## src/rtl/fci_pkg.sv

```systemverilog
package fci_pkg;

  typedef enum logic [1:0] {
    M_READ = 2'd0,
    M_AUTO = 2'd1,
    M_CFI  = 2'd2,
    M_VFY  = 2'd3
  } mode_t;

  typedef enum logic [3:0] {
    S_IDLE, S_U1, S_U2, S_PGM, S_E1, S_E2, S_E3, S_XIT, S_BX, S_V1
  } seq_t;

  localparam int KEY_W = 11;
  localparam logic [KEY_W-1:0] K_UNL1 = 11'h555;
  localparam logic [KEY_W-1:0] K_UNL2 = 11'h2AA;
  localparam logic [KEY_W-1:0] K_QRY  = 11'h055;

  // lock verify address pattern: A6 low, A1 high, A0 low
  function automatic logic vfy_pat(input logic a6, input logic [1:0] a10);
    return (a6 == 1'b0) && (a10 == 2'b10);
  endfunction

  // the first unlock cycle of any sequence
  function automatic logic is_unl1(input logic [KEY_W-1:0] k, input logic [7:0] c);
    return (k == K_UNL1) && (c == 8'hAA);
  endfunction

  function automatic logic is_unl2(input logic [KEY_W-1:0] k, input logic [7:0] c);
    return (k == K_UNL2) && (c == 8'h55);
  endfunction

endpackage

```

## src/rtl/fci_strobe.sv

```systemverilog
module fci_strobe (
  input  logic clk,
  input  logic rst_n,
  input  logic ce_n,
  input  logic we_n,
  input  logic oe_n,
  input  logic busy,
  output logic wr_acc,
  output logic done
);
  logic wr_q, busy_q;
  logic wr_now;

  assign wr_now = !ce_n && !we_n && oe_n;
  assign wr_acc = wr_now && !wr_q;
  assign done   = busy_q && !busy;

  always_ff @(posedge clk or negedge rst_n) begin
    if (!rst_n) begin
      wr_q   <= 1'b0;
      busy_q <= 1'b0;
    end else begin
      wr_q   <= wr_now;
      busy_q <= busy;
    end
  end
endmodule

```

## src/rtl/fci_region.sv

```systemverilog
module fci_region #(
  parameter int AW        = 23,
  parameter int SEC_WORDS = 128
) (
  input  logic              byte_mode,
  input  logic [AW-1:0]     addr,
  input  logic              sec_on,
  input  fci_pkg::mode_t    mode,
  input  logic              lock_in,
  output logic [10:0]       key,
  output logic              vfy_hit,
  output logic              region_sel,
  output logic [7:0]        vfy_q
);
  import fci_pkg::*;
  localparam int WA = AW - 1;
  localparam int SW = $clog2(SEC_WORDS);

  logic [WA-1:0] wa;

  assign wa         = byte_mode ? addr[AW-1:1] : addr[AW-2:0];
  assign key        = wa[10:0];
  assign vfy_hit    = vfy_pat(wa[6], wa[1:0]);
  assign region_sel = sec_on && ((wa >> SW) == '0);
  assign vfy_q      = (mode == M_VFY && vfy_hit) ? {7'b0, lock_in} : 8'h00;
endmodule

```

## src/rtl/fci_seq.sv

```systemverilog
module fci_seq (
  input  logic           clk,
  input  logic           rst_n,
  input  logic           wr_acc,
  input  logic           done,
  input  logic           busy,
  input  logic           acc_req,
  input  logic [7:0]     cmd,
  input  logic [10:0]    key,
  input  logic           vfy_hit,
  output fci_pkg::mode_t mode,
  output logic           sec_on,
  output logic           byp_act,
  output logic           acc_en,
  output logic           susp,
  output logic           pg_go,
  output logic           er_go,
  output logic           er_all,
  output logic           sus_go,
  output logic           res_go,
  output logic           cap
);
  import fci_pkg::*;

  mode_t mode_q, n_mode;
  seq_t  seq_q,  n_seq;
  logic  sec_q, n_sec, byp_q, n_byp, susp_q, n_susp, ers_q, n_ers;
  logic  n_pg, n_er, n_all, n_sus, n_res;

  assign mode    = mode_q;
  assign sec_on  = sec_q;
  assign susp    = susp_q;
  assign acc_en  = acc_req && !sec_q;
  assign byp_act = (byp_q || acc_req) && !sec_q;

  always_comb begin
    n_mode = mode_q; n_seq = seq_q; n_sec = sec_q; n_byp = byp_q;
    n_susp = susp_q; n_ers = ers_q;
    n_pg = 1'b0; n_er = 1'b0; n_all = 1'b0; n_sus = 1'b0; n_res = 1'b0;
    cap  = 1'b0;
    if (wr_acc) begin
      if (busy) begin
        if (cmd == 8'hB0 && ers_q && !susp_q) begin
          n_sus = 1'b1; n_susp = 1'b1;
        end
      end else if (mode_q == M_CFI) begin
        if (cmd == 8'hF0) begin n_mode = M_READ; n_seq = S_IDLE; end
      end else if (seq_q == S_XIT && cmd == 8'h00) begin
        n_sec = 1'b0; n_mode = M_READ; n_seq = S_IDLE;
      end else begin
        case (seq_q)
          S_IDLE, S_XIT: begin
            n_seq = S_IDLE;
            if (byp_act) begin
              if (cmd == 8'hA0)      n_seq = S_PGM;
              else if (cmd == 8'h90) n_seq = S_BX;
            end else if (is_unl1(key, cmd)) n_seq = S_U1;
            else if (cmd == 8'hF0) n_mode = M_READ;
            else if (cmd == 8'h98 && key == K_QRY &&
                     (mode_q == M_READ || mode_q == M_AUTO)) n_mode = M_CFI;
            else if (cmd == 8'h30 && susp_q) begin n_res = 1'b1; n_susp = 1'b0; end
            else if (cmd == 8'h60 && sec_q) n_seq = S_V1;
            else n_mode = M_READ;
          end
          S_U1: begin
            n_seq = is_unl2(key, cmd) ? S_U2 : S_IDLE;
            if (!is_unl2(key, cmd)) n_mode = M_READ;
          end
          S_U2: begin
            n_seq = S_IDLE;
            if (key != K_UNL1) n_mode = M_READ;
            else case (cmd)
              8'hA0: n_seq = S_PGM;
              8'h80: n_seq = S_E1;
              8'h20: n_byp = !sec_q;
              8'h88: n_sec = 1'b1;
              8'h90: begin n_mode = M_AUTO; n_seq = S_XIT; end
              default: n_mode = M_READ;
            endcase
          end
          S_PGM: begin n_pg = 1'b1; cap = 1'b1; n_seq = S_IDLE; end
          S_E1: begin
            n_seq = is_unl1(key, cmd) ? S_E2 : S_IDLE;
            if (!is_unl1(key, cmd)) n_mode = M_READ;
          end
          S_E2: begin
            n_seq = is_unl2(key, cmd) ? S_E3 : S_IDLE;
            if (!is_unl2(key, cmd)) n_mode = M_READ;
          end
          S_E3: begin
            n_seq = S_IDLE;
            if (cmd == 8'h30) begin
              n_er = 1'b1; cap = 1'b1; n_ers = 1'b1;
            end else if (cmd == 8'h10 && key == K_UNL1) begin
              n_er = 1'b1; n_all = 1'b1; cap = 1'b1; n_ers = 1'b1;
            end else n_mode = M_READ;
          end
          S_BX: begin
            n_seq = S_IDLE;
            if (cmd == 8'h00) n_byp = 1'b0;
          end
          S_V1: begin
            n_seq  = S_IDLE;
            n_mode = (cmd == 8'h40 && vfy_hit) ? M_VFY : M_READ;
          end
          default: begin n_seq = S_IDLE; n_mode = M_READ; end
        endcase
      end
    end
    if (done && !susp_q) begin
      n_mode = M_READ; n_ers = 1'b0;
    end
  end

  always_ff @(posedge clk or negedge rst_n) begin
    if (!rst_n) begin
      mode_q <= M_READ; seq_q <= S_IDLE; sec_q <= 1'b0; byp_q <= 1'b0;
      susp_q <= 1'b0; ers_q <= 1'b0;
      pg_go <= 1'b0; er_go <= 1'b0; er_all <= 1'b0; sus_go <= 1'b0; res_go <= 1'b0;
    end else begin
      mode_q <= n_mode; seq_q <= n_seq; sec_q <= n_sec; byp_q <= n_byp;
      susp_q <= n_susp; ers_q <= n_ers;
      pg_go <= n_pg; er_go <= n_er; er_all <= n_all; sus_go <= n_sus; res_go <= n_res;
    end
  end
endmodule

```

## src/rtl/flash_cmd_seq.sv

```systemverilog
module flash_cmd_seq #(
  parameter int AW        = 23,
  parameter int DW        = 16,
  parameter int SEC_WORDS = 128
) (
  input  logic          clk,
  input  logic          rst_n,
  input  logic          ce_n,
  input  logic          we_n,
  input  logic          oe_n,
  input  logic          byte_mode,
  input  logic [AW-1:0] addr,
  input  logic [DW-1:0] din,
  input  logic          busy,
  input  logic          acc_req,
  input  logic          lock_in,
  output logic [1:0]    mode,
  output logic          sec_on,
  output logic          byp_act,
  output logic          acc_en,
  output logic          region_sel,
  output logic [7:0]    vfy_q,
  output logic          pg_go,
  output logic          er_go,
  output logic          er_all,
  output logic          sus_go,
  output logic          res_go,
  output logic [AW-1:0] op_addr,
  output logic [DW-1:0] op_data
);
  import fci_pkg::*;

  logic          wr_acc, done, susp, cap, vfy_hit;
  logic [10:0]   key;
  mode_t         mode_e;

  assign mode = mode_e;

  fci_strobe u_strobe (
    .clk(clk), .rst_n(rst_n), .ce_n(ce_n), .we_n(we_n), .oe_n(oe_n),
    .busy(busy), .wr_acc(wr_acc), .done(done)
  );

  fci_region #(.AW(AW), .SEC_WORDS(SEC_WORDS)) u_region (
    .byte_mode(byte_mode), .addr(addr), .sec_on(sec_on), .mode(mode_e),
    .lock_in(lock_in), .key(key), .vfy_hit(vfy_hit),
    .region_sel(region_sel), .vfy_q(vfy_q)
  );

  fci_seq u_seq (
    .clk(clk), .rst_n(rst_n), .wr_acc(wr_acc), .done(done), .busy(busy),
    .acc_req(acc_req), .cmd(din[7:0]), .key(key), .vfy_hit(vfy_hit),
    .mode(mode_e), .sec_on(sec_on), .byp_act(byp_act), .acc_en(acc_en),
    .susp(susp), .pg_go(pg_go), .er_go(er_go), .er_all(er_all),
    .sus_go(sus_go), .res_go(res_go), .cap(cap)
  );

  always_ff @(posedge clk or negedge rst_n) begin
    if (!rst_n) begin
      op_addr <= '0;
      op_data <= '0;
    end else if (cap) begin
      op_addr <= addr;
      op_data <= din;
    end
  end
endmodule

```

## config.mk

```make
export PLATFORM = sky130hd
export DESIGN_NAME = flash_cmd_seq
export DESIGN_NICKNAME = d
export VERILOG_FILES = /design/src/rtl/fci_pkg.sv /design/src/rtl/fci_strobe.sv /design/src/rtl/fci_region.sv /design/src/rtl/fci_seq.sv /design/src/rtl/flash_cmd_seq.sv
export SDC_FILE = /design/constraint.sdc
export NUM_CORES = 1
export LEC_CHECK = 0
export ABC_AREA = 1
export BUFFER_PORTS_ARGS = -buffer_cell sky130_fd_sc_hd__buf_2
export CORE_AREA = 2 2 85 87
export DETAILED_ROUTE_END_ITERATION = 12
export DIE_AREA = 0 0 87 89
export PLACE_DENSITY = 0.77
export REMOVE_ABC_BUFFERS = 1
export SYNTH_ARGS = -nofsm -noshare
export SYNTH_HDL_FRONTEND = slang
export SYNTH_HIERARCHICAL = 1
export SYNTH_SLANG_ARGS = --single-unit
```

## constraint.sdc

```tcl
create_clock -name clk -period 4.8 [get_ports clk]
set_input_delay 1.44 -clock clk [delete_from_list [all_inputs] [get_ports clk]]
set_output_delay 1.44 -clock clk [all_outputs]
set_load 0.02 [all_outputs]
```

Word level (Yosys, flattened, before mapping):

Index checks and enable logic that the tools add are counted.

* eq/ne operators: 57
* mux-type cells: 101
* bitwise gates (word level): 4
* reductions and logical operators: 51

Operators with widths (count)
* 8-bit equality test, second input constant: 8
* 1-bit two-way mux: 61
* 4-bit two-way mux: 12
* 2-bit two-way mux: 19
* 5-bit by 3-bit != test with 1-bit output, second input constant: 5
* 8-bit by 7-bit equality test with 1-bit output, second input constant: 3
* 22-bit logical NOT: 1
* 22-bit two-way mux: 1
* 1-bit logical AND: 21
* 2-bit != test, second input constant: 10
* 4-bit case mux with 5 select lines: 1
* 4-bit by 3-bit equality test with 1-bit output, second input constant: 4
* 8-bit by 6-bit equality test with 1-bit output, second input constant: 2
* 2-bit case mux with 7 select lines: 1
* 2-bit nonzero test: 7
* 13-bit AND reduction: 1
* 6-bit by 3-bit != test with 1-bit output, second input constant: 2
* 6-bit AND reduction: 2
* 11-bit by 10-bit equality test with 1-bit output, second input constant: 1
* 11-bit equality test, second input constant: 1
* 11-bit by 7-bit equality test with 1-bit output, second input constant: 1
* 11-bit != test, second input constant: 1
* 2-bit by 1-bit != test with 1-bit output, second input constant: 5
* 10-bit AND reduction: 1
* 25 further kinds: 42

* bits in registers: 56
* input bits: 48
* output and inout bits: 58
* word-level logic and storage cells: 228

Longest topological paths before layout:

Gate-level depths: netlist of the first run.

* depth in word-level cells: 14
* depth in mapped cells: 18
* depth with buffers taken out: 17

Cells and area by module:

Netlist of the first run, hierarchy kept.

Modules (own cells, without submodules)
* fci_seq: times used 1, cells an instance 249, area each 1481.4 µm², sequential area each 375.4 µm²
* flash_cmd_seq: times used 1, cells an instance 165, area each 1466.4 µm², sequential area each 975.9 µm²
* fci_region: times used 1, cells an instance 67, area each 322.8 µm², sequential area each 0.0 µm²
* fci_strobe: times used 1, cells an instance 8, area each 75.1 µm², sequential area each 50.0 µm²

Worst setup path after synthesis of the first run:

No wires, ideal clock.

* path kind: input to output
* start: input port byte_mode
* end: output port region_sel
* arrival time: 2190 ps
* required time: 3360 ps
* path slack: 1170 ps
* cell stages on the path: 7
* buffers on the path: 2
* cell sequence: buf_6 > buf_8 > nand2_2 > nand2_2 > nor2_1 > nand2_1 > nor2_1

* word-level cells in the longest chain between the ends: 3

Ends and longest elaborated chain
* from (decl): RTL line flash_cmd_seq.sv:11 `input logic byte_mode,`
* 22-bit two-way mux: RTL line fci_region.sv:21 `assign wa = byte_mode ? addr[AW-1:1] : addr[AW-2:0];`
* via key[7]: RTL line flash_cmd_seq.sv:34 `logic [10:0] key;`
* 22-bit logical NOT: RTL line fci_region.sv:24 `assign region_sel = sec_on && ((wa >> SW) == '0);`
* 1-bit logical AND: RTL line fci_region.sv:24
* to (decl): RTL line flash_cmd_seq.sv:21 `output logic region_sel,`

The timed path passes the listed nets, and every way through them passes these cells.

Final worst setup path of the first run:

Same ends and word-level chain as after synthesis.

==> results.txt, run 1 <==
Of the cells placed in the final design, the portion with a size suffix greater than 1 is 25.2%. The post-synthesis sequential area ratio is 41.9%. Clock transition at the registers of the reported paths: 0.10 ns. The clock passes through at most 2 buffers. By instance count, the cell type seen most on the critical path is sky130_fd_sc_hd__nand2_1. The average wire per cell in the routed design is 12.8 um. Setup repair after global routing left no endpoint under its margin.

Measured along the x axis, the die boundary spans 87 um. The number of gates resized after CTS was 0. Yosys mapped a number of flops with a built-in enable equal to 0. The startpoint type of the worst setup path is an input pin. The first global-routing pass estimated 13600 um of wire. The H-tree was split into 2 levels.

Hold repair after CTS inserted 0 buffers. The cell taking the most area after synthesis was sky130_fd_sc_hd__dfrtp_1. On the critical path, the stage with the largest delay is an instance of sky130_fd_sc_hd__buf_2. Internal power comes to 631 uW. The run gives 0 as the number of antenna violations at the first check in global routing.

The floorplan has 30 rows. Input and output buffers added on the ports amount to 98. At the worst endpoint, the required time is 3.36 ns. Sorting the synthesized cells by how often they occur yields sky130_fd_sc_hd__nand2_1, sky130_fd_sc_hd__dfrtp_1, sky130_fd_sc_hd__nor2_1, sky130_fd_sc_hd__inv_1, sky130_fd_sc_hd__nand3_1. The peak clock frequency supported by timing was 0.254 GHz; the combinational power share was 17.0%. At the end of the flow, the number of nets in the layout was 631. Global routing used 22.3% of the available tracks. Data arrives at the worst endpoint at 2.49 ns.

TritonCTS built the clock tree. Total number of clock tree sinks: 56. Of the total power, the clock network draws 29.5%.

Adding up every negative setup slack in the final design gives 0 ns. The run gives 180 as the detailed router's first-iteration violation count. Remaining global-route overflow: 0.

The mapped netlist covers 0.00335 mm^2. The routed layout has 3281 vias. Max-cap violations in this run came to 0. The setup-violating endpoint count in the final report was 0; the count of pins over their slew limit was 0. Slew at the pin closest to its max-slew limit: 0.647 ns. The area of the die is 0.00774 mm^2, and the routability congestion estimate is 0.964. The run finished with clean final reports.

At the later pin of the worst-skew pair, clock insertion delay measures 0.31 ns. The tools report the static leakage as 0.00239 uW. For the number of top-level design ports, the log shows 106.

The number of warnings issued by yosys is 6, and the fraction of registers with async set/reset is 100%. The worst setup path is captured at an output pin. Peak per-stage delay on the critical path: 0.26 ns. In the synthesized netlist the dominant register cell turns out to be sky130_fd_sc_hd__dfrtp_1. Measured along the y axis, the die boundary spans 89 um. The number of inserted diodes is 0. The filler cells instantiated in the layout total 663. Post-detailed-routing wire length: 8470 um.

The logs give 0 for the post-route antenna net violation count and 53.5% for the power share of the sequential group. A synthesized cell averages 6.84 um^2. The via count of the first global-routing pass was 2993. In the final layout, flip-flops and latches occupy 0.00140 mm^2. Clock tree synthesis inserted a total of 5 buffers. The logs give 0.0000976 V for the peak supply drop and 32 for the count of different cell masters after synthesis. The category of cells accounting for the largest share of critical-path delay was buffers and inverters.

Yosys instantiated no cell more often than sky130_fd_sc_hd__nand2_1. In this run the worst path has a maximum fanout of 16. The final total power was 905 uW; the number of register bits inferred by synthesis was 56.

The tightest min-delay check is of the flop to flop type. The clock arrives with 0.00749 ns of skew. In the routed design, unresolved DRC markers number 0.

Top cell type's share of synthesized area: 41.9%. In the post-synthesis netlist, the biggest area contributors are sky130_fd_sc_hd__dfrtp_1, sky130_fd_sc_hd__nand2_1, sky130_fd_sc_hd__nor2_1. In the finished design, the share of the clock period the worst path needs comes to 82.0%. Switching portion of total power: 30.2%. The detailed-placement wirelength estimate was 6560 um; the final hold violation count was 0.

Together, buffers and inverters on the worst path number 3. The logs give 489 for the number of instances in the synthesized netlist and 0.00161 mm^2 for the area used by multi-input combinational logic. The root buffer cell chosen for the clock tree is sky130_fd_sc_hd__clkbuf_8. The count of buffers added by post-CTS timing repair for setup is 0. The effective utilization at floorplan is 49.8%, and the relative slew slack is 56.8%.

The core region is 0.00672 mm^2. The pre-antenna-repair detailed-routing pass consisted of 4 iterations. The tightest hold path in the finished design has a slack of 0.474 ns. Traced cell by cell, the critical path runs through buf_2 > inv_2 > nand2_1 > nand2_1 > nor2_1 > nand2_1 > nor2_1 > buf_2. In this run the power density over the cells is 230 mW/mm^2.

Summed over all nets, the switching power comes to 273 uW. The category of the most critical setup path was input pin to output pin. Entering global routing, the biggest net connects 40 pins. The average vias per placed instance was 4.94; the final critical delay including setup and external delays was 3.93 ns.

The area growth from synthesis to layout is 17.4%.
## flip-flops by register name, summed over array words and instances (netlist names)
name / flops
op_addr: 23
op_data: 16
u_seq/byp_q: 1
u_seq/er_all: 1
u_seq/er_go: 1
u_seq/ers_q: 1
u_seq/mode: 2
u_seq/pg_go: 1
u_seq/res_go: 1
u_seq/sec_on: 1
u_seq/seq_q: 4
u_seq/sus_go: 1
u_seq/susp: 1
u_strobe/busy_q: 1
u_strobe/wr_q: 1
## placed cells by master (no fill, tap or decap), types with 3 or more instances in the layout
master	Yosys	final
sky130_fd_sc_hd__o21ai_0	4	3
sky130_fd_sc_hd__nor4_1	5	5
sky130_fd_sc_hd__o21ai_2	2	3
sky130_fd_sc_hd__nand2_1	215	215
sky130_fd_sc_hd__conb_1	1	7
sky130_fd_sc_hd__nor2_2	7	7
sky130_fd_sc_hd__a21oi_1	6	6
sky130_fd_sc_hd__nand4_1	6	6
sky130_fd_sc_hd__dfrtp_1	56	56
sky130_fd_sc_hd__inv_2	7	7
sky130_fd_sc_hd__nand2_2	10	10
sky130_fd_sc_hd__inv_1	50	50
sky130_fd_sc_hd__nand3_2	4	4
sky130_fd_sc_hd__nor3_1	8	8
sky130_fd_sc_hd__nand3_1	19	19
sky130_fd_sc_hd__buf_2	6	98
sky130_fd_sc_hd__nor2_1	52	52
sky130_fd_sc_hd__clkbuf_8	0	5
sky130_fd_sc_hd__o31ai_1	3	3
## per-layer routing
metal	vias up	track usage (%)	part of all wire (%)
met5	-	0	0
met4	0	6.53	1.8
met3	10	4.89	8.8
met2	139	37.7	45
met1	1454	28.7	45
li1	1678	-	-
## final timing paths
check / start / endpoint / slack (ns) / cells after the start
max: byte_mode / region_sel / 0.87 / 8
min: op_addr[21]$_DFFE_PN0P_ / op_addr[21]$_DFFE_PN0P_ / 0.47 / 2
max reg2reg: u_strobe/wr_q$_DFF_PN0_ / u_seq/er_all$_DFF_PN0_ / 2.75 / 7
min reg2reg: op_addr[21]$_DFFE_PN0P_ / op_addr[21]$_DFFE_PN0P_ / 0.47 / 2
max in group asynchronous: rst_n / op_addr[8]$_DFFE_PN0P_ / 2.91 / 2
min in group asynchronous: rst_n / op_data[0]$_DFFE_PN0P_ / 1.08 / 1
## tightest hold or removal path: stages, from the launching register on
cell                      delay [ns]
sky130_fd_sc_hd__dfrtp_1        0.35
sky130_fd_sc_hd__nand2_1        0.05
sky130_fd_sc_hd__nand2_1        0.05
## layout make-up
class	instances	share of cell area (%)
multi-input cells	362	41.1
inverters	58	5.54
clock buffers	5	1.75
well taps	80	2.55
flip-flops and latches	56	35.7
clock inverters	3	0.541
repair buffers	100	12.9
## metrics by stage
stage	worst slack, ns	utilization (%)	instance area, um^2	instances
final	0.865	58.5	3930	664
after global placement	0.972	57.1	3840	656
after detailed placement	0.884	57.1	3840	656
after CTS	0.881	58.5	3930	664
after floorplan	-0.564	-	3230	476
after global routing	0.742	58.5	3930	664
## cells by family after synthesis
family                 Yosys count  share of synthesized area (%)
and+or+nand+nor                332                           42.7
buffers and inverters           77                           10.7
DFF                             56                           41.9
AOI/OAI and AO/OA               23                           4.60
other                            1                          0.112
## power groups by stage
stage / Combinational (uW) / Clock [uW] / Sequential [uW]
3_3_place_gp: 150 / 0 / 494
6_report: 154 / 266 / 484
2_1_floorplan: 92.6 / 0 / 492
3_5_place_dp: 152 / 0 / 494
4_1_cts: 153 / 274 / 484
5_1_grt: 172 / 292 / 486
Power figures use the tool's default switching activity.
==> run 2, diff against run 1 <==
Settings changed: ABC_AREA 1 to 0, CORE_AREA 2 2 85 87 to 2 2 87 89, DIE_AREA 0 0 87 89 to 0 0 89 91, PLACE_DENSITY 0.77 to 0.75.
Clock period 4.8 ns to 3.44 ns, I/O delays scaled along.
==> run 2 against run 1 <==
  * Synthesized cell count is 42% lower
  * Via count is 20% lower
  * Count of clock-buffer cells in the layout stayed put
  * Total power is 31% higher
  * Wire length is 4.0% lower
  * Final cell count is 26% lower
  * First-iteration DRC count is 31% higher
  * Largest power group unchanged
  * Highest routed layer unchanged
==> results.txt, run 2 <==
Static timing analysis puts the maximum clock frequency at 0.315 GHz. The setup-violating endpoint count in the final report is 0 (unchanged), and the proportion of layout cells with a drive suffix above 1 is 50.5% (+25 points). The worst-path cell with the longest stage delay is sky130_fd_sc_hd__nor4_1. The average wire per cell in the routed design is 16.5 um (+29%), and the effective utilization at floorplan is 44.7% (-5.1 points). The post-detailed-routing wire length was 8130 um (-4.0%); the average vias per placed instance was 5.34 (+8.2%). The endpoint of the worst-slack reg-to-reg timing path is u_seq/mode[0]$_DFFE_PN0P_.

For the remaining global-route overflow, the log shows 0 (unchanged). The static leakage is 0.00200 uW (-17%). The count of different cell masters after synthesis was 65 (+100%). For hold timing, the worst endpoint is op_addr[3]$_DFFE_PN0P_. The number of vias after detailed routing came out at 2635 (-20%). The run gives 0.00140 mm^2 (unchanged) as the register cell area after layout. The total DRC errors in the routed layout is 0 (unchanged). The count of buffers added by post-CTS timing repair for setup came out at 0 (unchanged). The area of the die came out at 0.00810 mm^2 (+4.6%). In the final layout, the registers with the most flip-flops are op_addr: 23 flops, op_data: 16 flops, u_seq/seq_q: 4 flops. The cts-stage hold buffer count is 0 (unchanged).

H-tree depth: 2 (unchanged). The detailed-placement wirelength estimate was 6320 um (-3.7%). The tools report the count of max-cap constraint violations as 0 (unchanged). For the number of nets in the finished design, the log shows 441 (-30%). The final standard cell count with taps included and fillers excluded was 493 (-26%); the top cell type's share of synthesized area was 44.0% (+2.1 points). The logs give 5 (unchanged) for the number of clock buffers inserted by TritonCTS and 0.00319 mm^2 (-4.7%) for the post-synth design cell area.

CTS placed an instance of sky130_fd_sc_hd__clkbuf_8 at the clock tree root. The worst hold path cell count works out to 1 (-1). Peak supply drop: 0.000187 V (+91%).

The tools report the worst endpoint required time as 2.41 ns (-0.95 ns). Quantity of gates resized following cts: 0 (unchanged). The final total power is 1180 uW (+31%), and the number of cells on the worst reg-to-reg path is 6 (-1). The count of input and output buffers came out at 98 (unchanged). The tools report the post-synthesis sequential area ratio as 44.0% (+2.1 points).

Summed over all instances, the cell type with the most area after synthesis is sky130_fd_sc_hd__dfrtp_1. The final hold slack was 0.510 ns (+0.0355 ns); the number of cells after detailed placement was 485 (-26%). The run finished with clean final reports. The clock transition at the registers of the reported paths is 0.11 ns (about the same), and the number of buffers on the longest clock path is 2 (unchanged).

By instance count, the cell type seen most on the critical path is sky130_fd_sc_hd__buf_2. The largest fanout on the critical path was 2 (-14); the count of pins over their slew limit was 0 (unchanged). The number of antenna violations at the first check in global routing is 0 (unchanged), and the number of top-level design ports is 106 (unchanged). TritonCTS built the clock tree. The leading cell type in the layout, fill and taps excluded is sky130_fd_sc_hd__buf_2.

The clock insertion delay at the later pin of the skew report came out at 0.32 ns (about the same). Worst-case clock skew: 0.0107 ns (+0.00319 ns). In the finished design, the share of the clock period the worst path needs comes to 92.2%.

Routability congestion estimate: 0.966 (+0.13%). The wire length of the first global-routing pass is 13400 um (-1.7%), and the cell area after placement is 0.00381 mm^2 (-0.75%). The fraction of registers with async set/reset came out at 100% (unchanged). The setup TNS came out at 0 ns (unchanged). The tools report the maximum number of pins on one net before global-route repair as 30 (-25%). For the number of search-and-repair iterations in the first detailed-routing pass, the log shows 4 (unchanged).

The startpoint identified for the worst hold timing path is op_addr[3]$_DFFE_PN0P_. The total power density per cell area was 303 mW/mm^2 (+31%); the number of inserted diodes was 0 (unchanged). The leading cell type by number of instances after synthesis is sky130_fd_sc_hd__dfrtp_1.

The startpoint identified for the worst register-to-register timing path is u_seq/seq_q[1]$_DFFE_PN0P_. The slack of the worst reg-to-reg path came out at 0.92 ns (-1.83 ns). The tools report the total routing usage reported by global routing as 20.8% (-1.5 points). The worst setup path is launched from an input pin.

The number of instances in the synthesized netlist was 284 (-42%). The total number of clock tree sinks was 56 (unchanged); the die boundary height was 91 um (+2.2%). The peak per-stage delay on the critical path works out to 0.31 ns (+0.05 ns).

The number of warnings issued by yosys came out at 6 (unchanged). The number of enable flip-flop cells after synthesis was 0 (unchanged). For the data arrival time of the critical path, the log shows 2.14 ns (-0.35 ns). The library cells used most frequently in the layout, excluding fill and tap cells, are sky130_fd_sc_hd__buf_2, sky130_fd_sc_hd__dfrtp_1, sky130_fd_sc_hd__mux2_2, sky130_fd_sc_hd__nor2_1. The width of the chip is 89 um (+2.3%), and the final critical delay including setup and external delays is 3.17 ns. Walking the worst path, the cells encountered are buf_2 > nor4_1 > nand4_1 > a2111oi_2 > buf_2.

The placeable core area is 0.00714 mm^2 (+6.2%), and the area added between synthesis and finish is 22.6%. The via count of the first global-routing pass was 2624 (-12%). The number of inserted filler cells in the final layout was 667 (+0.60%).

Counting flops per register, the top entry is op_addr. The flip-flop count of the largest register after layout was 23 (unchanged); the relative slew slack was 52.6% (-4.2 points). The tools report the final hold violation count as 0 (unchanged). The number of register bits inferred by synthesis was 56 (unchanged).

Endpoint type of the worst setup path: an output pin. The commonest cells after synthesis are sky130_fd_sc_hd__dfrtp_1, sky130_fd_sc_hd__mux2_2, sky130_fd_sc_hd__nor2_1, sky130_fd_sc_hd__nand2_1, sky130_fd_sc_hd__mux2_4. Final instance area: 0.00391 mm^2 (-0.54%). In the post-synthesis netlist, the biggest area contributors are sky130_fd_sc_hd__dfrtp_1, sky130_fd_sc_hd__mux2_2, sky130_fd_sc_hd__mux2_4. The worst hold path class was flop to flop.

The slew at the pin closest to its max-slew limit was 0.693 ns (+0.0456 ns). The run gives 235 (+31%) as the detailed router's first-iteration violation count. Category of the most critical setup path: input pin to output pin. The site row count is 31 (+3.3%).

The synthesized area per cell is 11.2 um^2 (+64%), and the post-route antenna net violation count is 0 (unchanged). The area used by multi-input combinational logic is 0.00165 mm^2 (+2.5%). The most used flip-flop cell after synthesis is sky130_fd_sc_hd__dfrtp_1.

Setup repair after global routing left no endpoint under its margin.
[run 2: cell types whose count changed after synthesis, moves of 10 or more]
cell                      delta
sky130_fd_sc_hd__nand2_1   -201
sky130_fd_sc_hd__nand2_2    -10
sky130_fd_sc_hd__mux2_2     +40
sky130_fd_sc_hd__mux2_4     +10
sky130_fd_sc_hd__nand3_1    -10
sky130_fd_sc_hd__nor2_1     -31
sky130_fd_sc_hd__inv_1      -46
[run 2: kinds of logic after synthesis]
logic type      after synthesis  synth area share [%]
buf+inv                      21                  4.83
flops                        56                  44.0
compound gates               36                  8.28
mux                          52                  19.5
simple gates                117                  23.0
other cells                   1                 0.118
xor+xnor                      1                 0.275
[run 2: final cells by class]
class,count,share of cell area (%)
timing repair buffer,113,15.8
multi-input combinational,213,42.3
sequential,56,35.9
clock inverter,3,0.736
inverter,4,0.384
clock buffer,5,1.76
tap,99,3.17
[run 2: critical path: cells and delay by family]
family | cells | cell delay, ns
AND/OR/NAND/NOR | 2 | 0.50
buffers and inverters | 2 | 0.33
AO/OA/AOI/OAI | 1 | 0.29
[run 2: power by group]
part           leakage [uW]  total (uW)  switching (uW)  internal (uW)
clock network     0.0000511         397             242            154
logic               0.00116         127            75.1           51.4
registers          0.000780         660           0.730            659
[run 2: per-layer routing]
layer | part of all wire (%) | up-vias | GRT usage [%]
li1 | - | 1254 | -
met1 | 46 | 1275 | 29.9
met2 | 46 | 98 | 31.9
met3 | 6.3 | 8 | 3.73
met4 | 1.0 | 0 | 5.72
met5 | 0 | - | 0
[run 2: how the worst max path moves through the flow]
stage | start | end | slack, ns | cells past startpoint
floorplan | byte_mode | op_addr[0]$_DFFE_PN0P_ | 0.04 | 7
global placement | byte_mode | u_seq/mode[1]$_DFFE_PN0P_ | 0.04 | 8
detailed placement | byte_mode | u_seq/mode[0]$_DFFE_PN0P_ | -0.0002 | 9
CTS | addr[17] | region_sel | 0.27 | 5
global route | addr[17] | region_sel | 0.12 | 5
finish | addr[17] | region_sel | 0.27 | 5
[run 2: metrics by stage]
step,util [%],worst slack (ns)
3_5_place_dp,53.4,-0.000232
5_1_grt,54.8,0.122
6_report,54.8,0.267
2_1_floorplan,-,0.0408
3_3_place_gp,53.4,0.0370
4_1_cts,54.8,0.275
==> run 3, diff against run 2 <==
Settings changed: CORE_AREA 2 2 87 89 to 2 2 86 88, DIE_AREA 0 0 89 91 to 0 0 88 90, PLACE_DENSITY 0.75 to 0.76, SYNTH_HIERARCHICAL 1 to unset.
==> run 3 against run 2 <==
  * Synthesized cell count shrank 3.2%
  * Clock power up 9.3%
  * Critical path depth did not move
  * Worst setup slack got worse by 0.026 ns
  * Critical endpoint unchanged
  * Synthesized area is 1.4% lower
  * Highest routed layer unchanged
  * Global-route usage increased by 0.28 points
  * First-iteration DRC count decreased by 3.8%
  * Sequential share of layout area up 0.54 points
  * Non-clock buffer count is 4 lower
  * Count of clock-buffer cells in the layout up 1
  * Worst hold slack got worse by 0.023 ns
  * Clock skew about the same
==> results.txt, run 3 <==
The width of the chip is 88 um (-1.1%). The total routing usage reported by global routing is 21.0% (+0.28 points). The root buffer cell chosen for the clock tree is sky130_fd_sc_hd__clkbuf_8.

The tools report the remaining global-route overflow as 0 (unchanged). Grouping stages by cell kind, the critical path spends the most delay in simple AND/OR/NAND/NOR gates. The final worst-path cycle share was 93.0% (+0.75 points). The worst setup path is of the input pin to output pin kind. The post-synthesis sequential area ratio was 44.6% (+0.61 points); the final standard cell count with taps included and fillers excluded was 477 (-3.2%).

The tools report the number of nets in the finished design as 425 (-3.6%). The worst endpoint required time is 2.41 ns (about the same), and the number of antenna violations at the first check in global routing is 0 (unchanged). The synthesized area per cell came out at 11.4 um^2 (+1.9%).

The H-tree depth was 2 (unchanged); the via count of the first global-routing pass was 2615 (-0.34%). The register with the most flip-flops in the final layout is op_addr. The number of cells after detailed placement was 469 (-3.3%); the fraction of registers with async set/reset was 100% (unchanged). The flip-flop count of the largest register after layout works out to 23 (unchanged).

The count of input and output buffers was 98 (unchanged). In the final layout, the registers with the most flip-flops are op_addr: 23 flops, op_data: 16 flops, u_seq.seq_q: 4 flops. The proportion of layout cells with a drive suffix above 1 came out at 42.1% (-8.4 points). The worst hold path belongs to the class flop to flop.

The number of enable flip-flop cells after synthesis was 0 (unchanged). The average wire per cell in the routed design was 17.0 um (+2.9%). The total DRC errors in the routed layout was 0 (unchanged); the total number of clock tree sinks was 56 (unchanged). Leading cell type in the layout, fill and taps excluded: sky130_fd_sc_hd__buf_2. The number of register bits inferred by synthesis was 56 (unchanged).

Yosys attributes the largest share of cell area to sky130_fd_sc_hd__dfrtp_1, sky130_fd_sc_hd__mux2_4, sky130_fd_sc_hd__nor4_1. The number of search-and-repair iterations in the first detailed-routing pass is 5 (+1). The total power density per cell area is 322 mW/mm^2 (+6.3%), and the number of cells on the critical path is 5 (unchanged). The number of instances in the synthesized netlist was 275 (-3.2%).

The static leakage was 0.00206 uW (+3.4%). For the post-detailed-routing wire length, the log shows 8090 um (-0.42%). The wire length of the first global-routing pass is 13300 um (-0.36%), and the number of inserted diodes is 0 (unchanged). The setup TNS came out at 0 ns (unchanged).

Clock transition at the registers of the reported paths: 0.09 ns (-0.02 ns). Traced cell by cell, the critical path runs through buf_2 > nor4_1 > nand4_1 > nor4b_1 > buf_2. The tools report the number of warnings issued by yosys as 0 (-6). Number of top-level design ports: 106 (unchanged). Data arrival time of the critical path: 2.17 ns (+0.03 ns).

Counting stages on the worst path, the most repeated cell is sky130_fd_sc_hd__buf_2. For the post-route antenna net violation count, the log shows 0 (unchanged). The worst hold path cell count came out at 2 (+1). Peak supply drop: 0.000173 V (-7.5%). The number of cells on the worst reg-to-reg path is 5 (-1).

The final critical delay including setup and external delays was 3.20 ns (+0.0260 ns). The most used flip-flop cell after synthesis is sky130_fd_sc_hd__dfrtp_1. The slew at the pin closest to its max-slew limit was 0.588 ns (-0.104 ns); the peak per-stage delay on the critical path was 0.33 ns (+0.02 ns). Count of different cell masters after synthesis: 62 (-4.6%). Placeable core area: 0.00702 mm^2 (-1.6%). Compared with the post-synthesis result, the final layout area differs by 22.5%. The detailed-placement wirelength estimate was 6130 um (-2.9%); the count of max-cap constraint violations was 0 (unchanged). The cts-stage hold buffer count is 0 (unchanged), and the count of buffers added by post-CTS timing repair for setup is 0 (unchanged). The area of the die was 0.00792 mm^2 (-2.2%); the die boundary height was 90 um (-1.1%). The number of clock buffers inserted by TritonCTS was 5 (unchanged); the routability congestion estimate was 0.991 (+2.7%). TritonCTS built the clock tree.

The combined buffer and inverter count along the critical path is 2 (unchanged), and the average vias per placed instance is 5.56 (+4.0%). The biggest area contributor in the post-synthesis netlist is sky130_fd_sc_hd__dfrtp_1. The worst-path cell with the longest stage delay is sky130_fd_sc_hd__nor4_1.

The run gives 0 (unchanged) as the final hold violation count. The number of vias after detailed routing is 2652 (+0.65%), and the relative slew slack is 60.8% (+8.2 points). The logs give 0.0107 ns (+0.0000743 ns) for the worst-case clock skew and 0.00314 mm^2 (-1.4%) for the post-synth design cell area. The clock insertion delay at the later pin of the skew report is 0.32 ns (about the same), and the number of buffers on the longest clock path is 2 (unchanged). In the layout the commonest cells are sky130_fd_sc_hd__buf_2, sky130_fd_sc_hd__dfrtp_1, sky130_fd_sc_hd__mux2_4, sky130_fd_sc_hd__nor2_1, sky130_fd_sc_hd__nor4_1. Largest fanout on the critical path: 2 (unchanged). Setup repair after global routing left no endpoint under its margin. The flow ran to the end, and the final reports show no timing, DRC or antenna violations. The top cell type's share of synthesized area came out at 44.6% (+0.61 points). The final hold slack was 0.486 ns (-0.0232 ns); the setup-violating endpoint count in the final report was 0 (unchanged). STA classifies the critical path endpoint as an output pin.

The tools report the detailed router's first-iteration violation count as 226 (-3.8%). The commonest cells after synthesis are sky130_fd_sc_hd__dfrtp_1, sky130_fd_sc_hd__mux2_4, sky130_fd_sc_hd__nor2_1, sky130_fd_sc_hd__nor4_1. The leading cell type by number of instances after synthesis was sky130_fd_sc_hd__dfrtp_1. Quantity of gates resized following cts: 0 (unchanged).

The peak clock frequency supported by timing is 0.313 GHz (-0.81%), and the site row count is 31 (unchanged). The worst setup path is launched from an input pin. The effective utilization at floorplan is 44.8% (+0.12 points). The run gives 36 (+20%) as the maximum number of pins on one net before global-route repair. Count of pins over their slew limit: 0 (unchanged).
[run 3: cell types whose count changed after synthesis, sizes merged, moves of 4 or more]
cell / before / now
a21o: 7 / 2
a21oi: 5 / 9
inv: 4 / 8
mux2: 50 / 37
nand2: 14 / 9
nand3: 9 / 4
nor2: 21 / 15
nor3b: 6 / 2
nor4: 7 / 11
o211ai: 0 / 4
o21ai: 6 / 12
or2b: 4 / 0
[run 3: final cells by class]
class                      instances  area [um^2]
tap                               99          124
clock inverter                     2         35.0
fill                             632         3170
inverter                           8         30.0
sequential                        56         1400
clock buffer                       6         72.6
timing repair buffer             109          586
multi-input combinational        197         1600
[run 3: metal layers]
| layer | global-route usage (%) | share of wire (%) | wire length, um | vias to the layer above |
|---|---|---|---|---|
| met2 | 33.1 | 46 | 3760 | 123 |
| met4 | 6.79 | 1.6 | 131 | 0 |
| met5 | 0 | 0 | 0 | - |
| met1 | 28.8 | 44 | 3600 | 1292 |
| met3 | 4.32 | 7.5 | 604 | 10 |
| li1 | - | - | - | 1227 |
[run 3: worst min-delay path: stages (launching register included)]
cell and delay, ns:
sky130_fd_sc_hd__dfrtp_1 0.35, sky130_fd_sc_hd__nand2_1 0.05, sky130_fd_sc_hd__o21ai_1 0.06
[run 3: stage by stage]
stage / cell area, um^2 / power [uW] / setup slack (ns) / utilization [%]
6_report: 3850 / 1240 / 0.241 / 54.8
5_1_grt: 3850 / 1290 / 0.161 / 54.8
4_1_cts: 3850 / 1250 / 0.236 / 54.8
3_5_place_dp: 3740 / 818 / 0.161 / 53.3
3_3_place_gp: 3740 / 815 / 0.165 / 53.3
2_1_floorplan: 3030 / 737 / 0.172 / -
[run 3: kinds of logic after synthesis]
family                    Yosys count  share of synthesized area, %
other                               1                         0.119
and+or+nand+nor                    99                          20.1
xor gates and xnor gates            1                         0.279
buffers and inverters              28                          5.17
muxes                              39                          18.2
AOI/OAI and AO/OA                  51                          11.5
DFF                                56                          44.6
[run 3: power breakdown]
group / internal [uW] / switching [uW]
Sequential: 666 / 5.33
Combinational: 52.2 / 81.0
Clock: 217 / 217
[run 3: path summary, 6_finish.rpt]
| check | startpoint | endpoint | slack [ns] |
|---|---|---|---|
| worst min register to register | op_data[3]$_DFFE_PN0P_ | op_data[3]$_DFFE_PN0P_ | 0.49 |
| worst min-delay path | op_data[3]$_DFFE_PN0P_ | op_data[3]$_DFFE_PN0P_ | 0.49 |
| min in group asynchronous | rst_n | op_data[10]$_DFFE_PN0P_ | 0.71 |
| worst max register to register | u_seq.seq_q[0]$_DFFE_PN0P_ | u_seq.mode[0]$_DFFE_PN0P_ | 0.97 |
| max in group asynchronous | rst_n | u_seq.er_all$_DFF_PN0_ | 1.90 |
| worst max-delay path | addr[12] | region_sel | 0.24 |
